**config.mk**
```make
export PLATFORM = sky130hd
export DESIGN_NAME = sflash_cmd_rx
export DESIGN_NICKNAME = d
export VERILOG_FILES = /design/src/rtl/sfcr_pkg.sv /design/src/rtl/sfcr_shift.sv /design/src/rtl/sfcr_decode.sv /design/src/rtl/sfcr_regs.sv /design/src/rtl/sflash_cmd_rx.sv
export SDC_FILE = /design/constraint.sdc
export NUM_CORES = 1
export LEC_CHECK = 0
export BUFFER_PORTS_ARGS = -buffer_cell sky130_fd_sc_hd__buf_2
export CORE_MARGIN = 1
export CORE_UTILIZATION = 38
export CTS_CLUSTER_SIZE = 16
export DETAILED_ROUTE_END_ITERATION = 7
export HOLD_SLACK_MARGIN = 0.15
export RECOVER_POWER = 25
export SLEW_MARGIN = 15
export SYNTH_ARGS = -nofsm -noshare
export SYNTH_HDL_FRONTEND = slang
export SYNTH_SLANG_ARGS = --single-unit
```
**constraint.sdc**
```tcl
create_clock -name clk -period 2.2 [get_ports clk]
set_clock_uncertainty 0.05 [all_clocks]
set_input_delay 0.44 -clock clk [delete_from_list [all_inputs] [get_ports clk]]
set_output_delay 0.44 -clock clk [all_outputs]
set_load 0.005 [all_outputs]
```
**src/rtl/sfcr_pkg.sv**
```systemverilog
package sfcr_pkg;
  typedef enum logic [1:0] {
    MODE_X1   = 2'd0,
    MODE_X2   = 2'd1,
    MODE_X4   = 2'd2,
    MODE_RSVD = 2'd3
  } lane_mode_e;

  localparam logic [7:0] OPC_LOCK_WR   = 8'hE5;
  localparam logic [7:0] OPC_FLAG_CLR  = 8'h50;
  localparam int         NUM_ERR_FLAGS = 3;
endpackage

```
**src/rtl/sfcr_shift.sv**
```systemverilog
module sfcr_shift
  import sfcr_pkg::*;
#(
  parameter int OP_BITS    = 8,
  parameter int DATA_BITS  = 8,
  parameter int FRAME_BITS = 40,
  parameter int CW         = 6
) (
  input  logic                 clk,
  input  logic                 rst_n,
  input  logic                 cs_n,
  input  logic [1:0]           mode,
  input  logic [3:0]           dq,
  output logic [DATA_BITS-1:0] tail_byte,
  output logic [OP_BITS-1:0]   opcode,
  output logic [CW-1:0]        bit_cnt,
  output logic                 deselect
);
  logic [DATA_BITS-1:0] sr_q, sr_nxt;
  logic [OP_BITS-1:0]   op_q;
  logic [CW-1:0]        cnt_q, cnt_nxt, step;
  logic                 cs_q;
  lane_mode_e           lm;

  assign lm = lane_mode_e'(mode);

  always_comb begin
    case (lm)
      MODE_X2: begin
        step   = CW'(2);
        sr_nxt = {sr_q[DATA_BITS-3:0], dq[1:0]};
      end
      MODE_X4: begin
        step   = CW'(4);
        sr_nxt = {sr_q[DATA_BITS-5:0], dq[3:0]};
      end
      default: begin
        step   = CW'(1);
        sr_nxt = {sr_q[DATA_BITS-2:0], dq[0]};
      end
    endcase
  end

  // saturate once the frame has been overrun; exact count no longer matters
  assign cnt_nxt = (cnt_q > CW'(FRAME_BITS)) ? cnt_q : cnt_q + step;

  always_ff @(posedge clk or negedge rst_n) begin
    if (!rst_n) begin
      sr_q  <= '0;
      op_q  <= '0;
      cnt_q <= '0;
      cs_q  <= 1'b1;
    end else begin
      cs_q <= cs_n;
      if (cs_n) begin
        cnt_q <= '0;
      end else begin
        sr_q  <= sr_nxt;
        cnt_q <= cnt_nxt;
        if (cnt_q < CW'(OP_BITS) && (cnt_q + step) == CW'(OP_BITS))
          op_q <= sr_nxt[OP_BITS-1:0];
      end
    end
  end

  assign tail_byte = sr_q;
  assign opcode    = op_q;
  assign bit_cnt   = cnt_q;
  assign deselect  = cs_n & ~cs_q;
endmodule

```
**src/rtl/sfcr_decode.sv**
```systemverilog
module sfcr_decode
  import sfcr_pkg::*;
#(
  parameter int OP_BITS    = 8,
  parameter int FRAME_BITS = 40,
  parameter int CW         = 6
) (
  input  logic               deselect,
  input  logic [OP_BITS-1:0] opcode,
  input  logic [CW-1:0]      bit_cnt,
  output logic               lock_go,
  output logic               clr_go
);
  logic op_done, frame_exact;

  assign op_done     = bit_cnt >= CW'(OP_BITS);
  assign frame_exact = bit_cnt == CW'(FRAME_BITS);

  // write-type command: only an exact end of frame commits
  assign lock_go = deselect && frame_exact && (opcode == OPC_LOCK_WR);
  // clear command: any end after the opcode is complete
  assign clr_go  = deselect && op_done && (opcode == OPC_FLAG_CLR);
endmodule

```
**src/rtl/sfcr_regs.sv**
```systemverilog
module sfcr_regs #(
  parameter int DATA_BITS = 8,
  parameter int NFLAG     = 3
) (
  input  logic                 clk,
  input  logic                 rst_n,
  input  logic                 lock_go,
  input  logic                 clr_go,
  input  logic [DATA_BITS-1:0] wr_data,
  input  logic                 wren_set,
  input  logic [NFLAG-1:0]     err_set,
  output logic [DATA_BITS-1:0] lock_q,
  output logic [NFLAG-1:0]     flag_q,
  output logic                 wel_q
);
  logic commit;

  assign commit = lock_go & wel_q;

  always_ff @(posedge clk or negedge rst_n) begin
    if (!rst_n) begin
      lock_q <= '0;
      wel_q  <= 1'b0;
    end else begin
      if (commit) lock_q <= wr_data;
      if (wren_set)    wel_q <= 1'b1;
      else if (commit) wel_q <= 1'b0;
    end
  end

  for (genvar g = 0; g < NFLAG; g++) begin : g_flag
    always_ff @(posedge clk or negedge rst_n) begin
      if (!rst_n)          flag_q[g] <= 1'b0;
      else if (err_set[g]) flag_q[g] <= 1'b1;
      else if (clr_go)     flag_q[g] <= 1'b0;
    end
  end
endmodule

```
**src/rtl/sflash_cmd_rx.sv**
```systemverilog
module sflash_cmd_rx
  import sfcr_pkg::*;
#(
  parameter int OP_BITS   = 8,
  parameter int ADDR_BITS = 24,
  parameter int DATA_BITS = 8
) (
  input  logic                     clk,
  input  logic                     rst_n,
  input  logic                     cs_n,
  input  logic [1:0]               mode,
  input  logic [3:0]               dq,
  input  logic                     wren_set,
  input  logic [NUM_ERR_FLAGS-1:0] err_set,
  output logic [DATA_BITS-1:0]     lock_reg,
  output logic [NUM_ERR_FLAGS-1:0] flags,
  output logic                     wel
);
  localparam int FRAME_BITS = OP_BITS + ADDR_BITS + DATA_BITS;
  localparam int CW         = $clog2(FRAME_BITS + 5);

  logic [DATA_BITS-1:0] tail_byte;
  logic [OP_BITS-1:0]   opcode;
  logic [CW-1:0]        bit_cnt;
  logic                 deselect, lock_go, clr_go;

  sfcr_shift #(
    .OP_BITS(OP_BITS), .DATA_BITS(DATA_BITS),
    .FRAME_BITS(FRAME_BITS), .CW(CW)
  ) u_shift (
    .clk(clk), .rst_n(rst_n), .cs_n(cs_n), .mode(mode), .dq(dq),
    .tail_byte(tail_byte), .opcode(opcode), .bit_cnt(bit_cnt),
    .deselect(deselect)
  );

  sfcr_decode #(
    .OP_BITS(OP_BITS), .FRAME_BITS(FRAME_BITS), .CW(CW)
  ) u_dec (
    .deselect(deselect), .opcode(opcode), .bit_cnt(bit_cnt),
    .lock_go(lock_go), .clr_go(clr_go)
  );

  sfcr_regs #(
    .DATA_BITS(DATA_BITS), .NFLAG(NUM_ERR_FLAGS)
  ) u_regs (
    .clk(clk), .rst_n(rst_n), .lock_go(lock_go), .clr_go(clr_go),
    .wr_data(tail_byte), .wren_set(wren_set), .err_set(err_set),
    .lock_q(lock_reg), .flag_q(flags), .wel_q(wel)
  );
endmodule

```
# == After elaboration in Yosys (flattened, before gate mapping) ==
# Cells that the tools add are included.
# totals
reg_bits,35
word_cells,44
output_inout_bits,12
inputBits,13
# op_classes
n_eq_ne,7
magnitude_cmp,3
add_sub_neg,1
n_mux,10
n_reduce_logical,10
bitwise_logic,4
# op_table
op,n
$pmux 8 s2,1
$mux 6,2
$eq 8x7->1 const B,1
$eq 8x8->1 const B,1
$reduce_bool 2->1,4
$add 6x3->6,1
$eq 6x4->1 const B,1
$eq 6x6->1 const B,1
$ge 6x4->1 const B,1
$gt 6x6->1 const B,1
$lt 6x4->1 const B,1
$mux 1,6
$pmux 3 s2,1
$logic_and 1x1->1,5
$and 1x1->1,2
$eq 2x1->1 const B,1
$eq 2x2->1 const B,1
$ne 2x2->1 const B,1
$not 1->1,2
$reduce_and 2->1,1

# == Longest topological paths before layout ==
# Gate-level depths: netlist of run 1.
# depth
word_depth,7
ltp_mapped,9
ltp_nobuf,9

# == By module ==
# From an unflattened synthesis of run 1, not the netlist that was laid out.
# hier_totals
hier_cells,153
hier_area_um2,1715.4
# modules_own_cells
module,cells_per_inst,seq_area_each_um2,n_inst,area_per_inst_um2
sfcr_shift,118,576.8,1,1213.7
sfcr_regs,27,300.3,1,434.2
sfcr_decode,8,0.0,1,67.6

# == Least setup slack after synthesis of run 1 ==
# OpenSTA, ideal clock, no wires.
# synth_path
kind,input to register
start,input mode[0]
end,register u_shift.op_q[0] (netlist: u_shift.opcode[0])
setup_time_ns,0.125
t_arrival_ns,2.422
slack_ns,-0.397
path_buffers,1
required_time_ns,2.025
cell_stages,9
cell_sequence,inv_1 ha_1 ha_1 inv_1 fa_1 xor2_1 or3b_1 buf_6 mux2_4
# synth_via
elab_chain_cells,6
word_cells_on_any_way,7
cone_classes,1 x add/sub; 3 x eq/ne; 1 x mux; 2 x reduce/logical
# synth_rtl
element,line_no,source
"start, declared",sflash_cmd_rx.sv:11,"input logic [1:0] mode,"
$eq 2x2->1 or $eq 2x1->1 (tied branches),sfcr_shift.sv:28,case (lm)
$pmux 3 s2 *,sfcr_shift.sv:28,
$add 6x3->6 *,sfcr_shift.sv:60,if (cnt_q < CW'(OP_BITS) && (cnt_q + step) == CW'(OP_BITS))
$eq 6x4->1 *,sfcr_shift.sv:60,
$logic_and 1x1->1 *,sfcr_shift.sv:60,
$reduce_and 2->1 (no source line) *,--,
"end signal, assigned",sfcr_shift.sv:61,op_q <= sr_nxt[OP_BITS-1:0];
"end, declared",sfcr_shift.sv:20,logic [OP_BITS-1:0] op_q;
# Every way passes the cells marked *; elsewhere a longest branch is shown, timed or not.
# A chain may end at the register's enable or synchronous reset.

# == Worst setup path after layout of run 1 ==
# layout_path
start,input mode[0]
end,register u_shift.op_q[1] (netlist: u_shift.opcode[1])
# layout_via
elab_chain_cells,6
word_cells_on_any_way,8
cone_classes,1 x add/sub; 3 x eq/ne; 2 x mux; 2 x reduce/logical
# layout_rtl
element,line_no
$eq 2x2->1 or $eq 2x1->1 (tied branches),sfcr_shift.sv:28
$pmux 3 s2,sfcr_shift.sv:28
$add 6x3->6,sfcr_shift.sv:60
$eq 6x4->1,sfcr_shift.sv:60
$logic_and 1x1->1,sfcr_shift.sv:60
$reduce_and 2->1 (no source line),--
# Several ways; a longest one is shown, not always the timed one.

==> reports/results.ini, run 1 <==
[status]
status=finished, violations left
violations=max-capacitance violations, max-slew violations, negative setup slack

[clock_network]
cts_tree=yes
cts_hold_buf=0
clk_latency_ns=0.29
cts_sinks=35
htree_levels=2
cts_max_path_buffers=2
cts_root_buf=clkbuf_8
path_clk_slew_ns=0.07
cts-buffers-inserted=5

[sta]
slew_viol_final=36
finalCritPeriodShare_pct=101
finalHoldViolCount=0
rsz0062_at_grt=yes
fin_setup_tns_ns=-0.0635
slew_headroom_pct=-24.4
fmax_mhz=451
report.final.setup_viol=5
max_slew.worst_pin.slew_ns=1.87
layout_min_cycle_time_ns=2.22
fin_ws_ns=-0.0186

[setup_path]
r2r_cells=6
worstPathRequired_ns=2.32
r2r_end=u_shift.opcode[1]
cp-startpoint=mode[0]
worstPathMaxFanout=6
critical_path_class=in -> reg
arrival_ns=2.34
start_kind=primary input
rr_startpoint=u_shift.bit_cnt[0]
r2r_slack_ns=0.10
endpoint_kind=register

[grt]
grt_antenna_before_repair=0
grt_max_degree=36
grt_usage_pct=17.0
grt-ovfl-total=0
grt_pass1_wl_um=6410
grt_pass1_vias=1336

[logic_synthesis]
ys_warn_count=0
synth_cell_types=37
netlist_area_um2=1720
syn_inst=148
synth-seq-area-share_pct=50.9
synthesis.nets=168
syn_area_per_cell_um2=11.6
ys_ff_latch=35

[floorplanning]
coreArea_um2=4350
rows=24
start_util_pct=39.5
pin_count=25
die_h_um=69.3
die_w_um=69.3
dieArea_um2=4800

[placement]
numPortBuffers=24
placed_cell_area_um2=2030
pre_cts_ws_ns=-0.577
dp_hpwl_um=2660
gp_congestion=0.856

[final_layout]
diodes=0
drive_above_1_share_pct=39.5
post-route-util_pct=49.6
nNetsFinal=209
layout_commonest_cell=dfrtp_1
design_area_um2=2160
final_cell_mix=34 x dfrtp_1, 21 x buf_2, 15 x buf_4, 13 x mux2_2, 10 x nand2_1
area_growth_pct=25.4

[power]
p_leak_uw=0.00104
p_per_area_nw_per_um2=749
p_total_uw=1620
peakVddDrop_mv=0.313

[detailed_routing]
drc=0
via_per_inst=5.34
routedWlPerCell_um=14.8
first_pass_iters=4
wl_um=3580
final_antenna_net_count=0
drtIter0Drc=77
vias=1293

[worst_hold_path]
min_path_cells=2
min_path_type=in -> reg
hp-start=err_set[1]
min_to=u_regs.flag_q[1]

[flow_run]
max-cap-violations=1

==> repair_timing <==
| item | CTS | global route |
|---|---|---|
| setup endpoints to repair | 8 | 8 |
| pin swaps | 4 | 0 |
| gates resized for setup | 7 | 0 |
| buffers inserted | 0 | 1 |
==> stage by stage <==
step                      std cells  hold slack [ns]
final                           242            0.280
after global routing            242            0.278
after CTS                       241            0.206
after detailed placement        233            0.410
after global placement          233            0.405
after floorplan                 148           0.0944
==> critical path, stage by stage <==
cell and delay (ns):
buf_12 0.09, inv_12 0.03, ha_4 0.27, ha_4 0.13, inv_2 0.03, fa_2 0.53
nand3_2 0.06, or3b_4 0.45, mux2_4 0.32
==> cell families (layout without fill, tap and decap cells) <==
group                      count (synthesis)  in the layout  synth area share (%)
DFF                                       35             35                  50.9
and+or+nand+nor                           33             33                  10.7
adders and majority gates                  7              7                  5.52
muxes                                     21             21                  14.6
buffers and inverters                     16             58                  4.00
xor gates and xnor gates                   2              2                  1.02
AOI/OAI and AO/OA                         34             34                  13.2
==> Yosys cell counts <==
master    instances  share of area (%)
a21o_2            1               0.51
nor3_1            3               0.87
nor2b_1           2               0.73
nand3_1           1               0.29
or3b_1            1               0.51
a311oi_1          2                1.0
xnor2_1           1               0.51
nand2b_1          1               0.36
a22oi_1           6                2.6
nor3b_1           2               0.87
a22o_2            1               0.58
nor2_1            7                1.5
dfstp_2           1                1.5
nand4_1           2               0.73
nand4b_1          1               0.51
clkbuf_1          3               0.65
o21ai_2           1               0.51
a22o_1            2                1.0
buf_1             1               0.22
buf_6             1               0.65
ha_1              6                4.4
xor2_1            1               0.51
fa_1              1                1.2
a31oi_1           2               0.73
nor4_4            1                1.2
nand2_1          10                2.2
o21bai_1          2               0.87
o21ai_0           8                2.3
inv_1            10                2.2
a21o_1            3                1.3
a21oi_1           6                1.7
buf_2             1               0.29
mux2_4            5                4.4
dfrtp_1          34                 49
mux2_2           13                8.5
mux2i_1           3                1.7
or4_1             2               0.87
==> sequential cells by signal, indices dropped and copies added (netlist names) <==
name               count
u_regs.flag_q          3
u_regs.lock_q          8
u_regs.wel_q           1
u_shift.bit_cnt        6
u_shift.cs_q           1
u_shift.opcode         8
u_shift.tail_byte      8
==> routing by layer <==
metal | GRT usage, % | wire length (µm) | vias up | part of all wire, %
met2 | 25.6 | 1650 | 45 | 46
li1 | - | - | 608 | -
met5 | 0 | 0 | - | 0
met3 | 5.52 | 173 | 14 | 4.8
met4 | 6.80 | 97 | 0 | 2.7
met1 | 22.8 | 1660 | 626 | 46
==> worst max-delay path by stage <==
stage	to	slack [ns]	depth (start not counted)
finish	u_shift.opcode[1]	-0.02	9
global route	u_shift.opcode[0]	-0.08	9
CTS	u_shift.opcode[1]	-0.02	9
detailed placement	u_shift.opcode[1]	-0.58	9
global placement	u_shift.opcode[7]	-0.52	9
floorplan	u_shift.opcode[0]	-0.27	9
==> final cells by class <==
class | count | area [µm²]
fillers | 388 | 2190
flip-flops and latches | 35 | 877
multi-input cells | 97 | 811
repair buffers | 40 | 256
clock buffers | 8 | 100
well taps | 52 | 65.1
inverters | 10 | 50.0
==> report_power, final <==
part	internal (µW)	switching [µW]
Combinational	164	146
Clock	286	223
Sequential	727	71.3
Total	1180	440
No activity file was read; power rests on OpenSTA's default activity.
==> run 2, diff against run 1 <==
--- a/config.mk
+++ b/config.mk
@@ -12,6 +12,7 @@
 export DETAILED_ROUTE_END_ITERATION = 7
 export HOLD_SLACK_MARGIN = 0.15
 export RECOVER_POWER = 25
+export SETUP_SLACK_MARGIN = 0.3
 export SLEW_MARGIN = 15
 export SYNTH_ARGS = -nofsm -noshare
 export SYNTH_HDL_FRONTEND = slang
==> run 2 against run 1 <==
Compared with the run above: the run still ends with max-capacitance violations, max-slew violations, negative setup slack left; critical path depth stayed put; clock-buffer cell count decreased by 1; non-clock buffer count rose by 1; largest cell class unchanged; core utilization up 0.20 points; die area did not move.
==> reports/results.ini, run 2 (synthesis gave the netlist of run 1 again) <==
[status]
status=finished, violations left  ; unchanged
violations=max-capacitance violations, max-slew violations, negative setup slack  ; unchanged

[grt]
grt_pass1_vias=1325  ; was 1,336
grt-ovfl-total=0  ; unchanged
grt_usage_pct=16.3  ; was 17.0%
grt_max_degree=36  ; unchanged
grt_antenna_before_repair=0  ; unchanged
grt_pass1_wl_um=6110  ; was 6410 µm

[sta]
rsz0062_at_grt=yes  ; unchanged
finalCritPeriodShare_pct=100  ; was 101%
fin_ws_ns=-0.00501  ; was -0.0186 ns
slew_headroom_pct=-25.3  ; was -24.4%
fin_setup_tns_ns=-0.0112  ; was -0.0635 ns
layout_min_cycle_time_ns=2.21  ; was 2.22 ns
report.final.setup_viol=4  ; was 5
max_slew.worst_pin.slew_ns=1.88  ; was 1.87 ns
fmax_mhz=454  ; was 451 MHz
slew_viol_final=36  ; unchanged
finalHoldViolCount=0  ; unchanged

[clock_network]
path_clk_slew_ns=0.07  ; about the same
cts_root_buf=clkbuf_8  ; unchanged
htree_levels=2  ; unchanged
cts_sinks=35  ; unchanged
cts_tree=yes  ; unchanged
cts_hold_buf=0  ; unchanged
cts-buffers-inserted=5  ; unchanged
cts_max_path_buffers=2  ; unchanged
clk_latency_ns=0.29  ; about the same

[floorplanning]
pin_count=25  ; unchanged
start_util_pct=39.5  ; unchanged
rows=24  ; unchanged
die_h_um=69.3  ; unchanged
dieArea_um2=4800  ; unchanged
die_w_um=69.3  ; unchanged
coreArea_um2=4350  ; unchanged

[detailed_routing]
routedWlPerCell_um=14.4  ; was 14.8 µm
drtIter0Drc=70  ; was 77
via_per_inst=5.18  ; was 5.34
first_pass_iters=4  ; unchanged
vias=1259  ; was 1,293
wl_um=3500  ; was 3580 µm
final_antenna_net_count=0  ; unchanged
drc=0  ; unchanged

[final_layout]
final_cell_mix=34 x dfrtp_1, 21 x buf_2, 14 x buf_4, 13 x mux2_2, 10 x nand2_1  ; was 34 x dfrtp_1, 21 x buf_2, 15 x buf_4, 13 x mux2_2, 10 x nand2_1
area_growth_pct=25.9  ; was 25.4%
layout_commonest_cell=dfrtp_1  ; unchanged
diodes=0  ; unchanged
drive_above_1_share_pct=41.4  ; was 39.5%
final_cells=243  ; was 242
nNetsFinal=210  ; was 209
fill_cells=385  ; was 388

[worst_hold_path]
hp-start=err_set[0]  ; was err_set[1]
min_path_type=in -> reg  ; unchanged
min_to=u_regs.flag_q[0]  ; was u_regs.flag_q[1]
min_path_cells=2  ; unchanged

[setup_path]
arrival_ns=2.33  ; was 2.34 ns
r2r_slack_ns=0.12  ; was 0.10 ns
start_kind=primary input  ; unchanged
endpoint_kind=register  ; unchanged
path_cells=buf_12, inv_12, ha_4, ha_4, inv_2, fa_2, nand3_2, or3b_4, mux2_4  ; unchanged
rr_startpoint=u_shift.bit_cnt[0]  ; unchanged
r2r_cells=6  ; unchanged
r2r_end=u_shift.opcode[5]  ; was u_shift.opcode[1]
worstPathMaxFanout=6  ; unchanged
worst_path_most_repeated_cell=ha_4  ; unchanged
slowest_stage=fa_2  ; unchanged
worstPathRequired_ns=2.33  ; was 2.32 ns
slowest_delay_ns=0.53  ; about the same
critical_path_class=in -> reg  ; unchanged

[power]
p_per_area_nw_per_um2=718  ; was 749 nW/µm²
p_leak_uw=0.00104  ; about the same
peakVddDrop_mv=0.337  ; was 0.313 mV

[flow_run]
max-cap-violations=1  ; unchanged

[placement]
numPortBuffers=24  ; unchanged
gp_congestion=0.822  ; was 0.856
post-place-cells=233  ; unchanged
dp_hpwl_um=2590  ; was 2660 µm

-- run 2: what timing repair did --
item | CTS | global route
resized for setup | 11 | 1
hold endpoints to repair | 0 | 0
buffers inserted | 0 | 2
setup endpoints to repair | 17 | 9
cloned | 0 | 0
pin swaps | 7 | 0
-- run 2: worst max-delay path, delay by kind of cell --
kind                     cells  cell delay, ns
multiplexers                 1            0.31
adder cells (fa/ha/maj)      3            0.91
buffers and inverters        3            0.15
AND/OR/NAND/NOR              2            0.51
-- run 2: layer usage --
metal	track usage [%]	vias up	part of all wire, %
met2	25.9	29	47
met4	8.16	0	2.2
met5	0	-	0
li1	-	614	-
met1	20.9	607	47
met3	3.49	9	3.2
-- run 2: report_power, final --
group          internal (µW)  leakage, µW  switching, µW
clock                    222    0.0000422            220
sequential               728     0.000442           73.1
combinational            169     0.000554            145
-- run 2: how the worst max path moves through the flow --
stage	from	to	slack (ns)	cells past startpoint
finish	mode[0]	u_shift.opcode[5]	-0.005	9
global route	mode[0]	u_shift.opcode[6]	-0.07	9
floorplan	mode[0]	u_shift.opcode[0]	-0.27	9
global placement	mode[0]	u_shift.opcode[7]	-0.52	9
CTS	mode[0]	u_shift.opcode[1]	0.0002	9
detailed placement	mode[0]	u_shift.opcode[1]	-0.57	9
-- run 2: layout make-up --
type / instances / area [µm²] / area share (%)
inverter: 10 / 50.0 / 2.31
tap: 52 / 65.1 / 3.00
clock buffer: 7 / 76.3 / 3.52
multi-input combinational: 97 / 823 / 38.0
timing repair buffer: 41 / 272 / 12.5
clock inverter: 1 / 5.00 / 0.231
sequential: 35 / 877 / 40.5
-- run 2: metrics by stage --
step	area, µm²	worst slack (ns)	utilization, %	hold slack [ns]	total power [µW]
2_1_floorplan	1770	-0.270	-	0.0944	993
3_3_place_gp	2030	-0.519	46.7	0.402	1100
3_5_place_dp	2030	-0.573	46.7	0.415	1110
4_1_cts	2150	0.000197	49.5	0.203	1570
5_1_grt	2170	-0.0727	49.8	0.283	1630
6_report	2170	-0.00501	49.8	0.274	1560
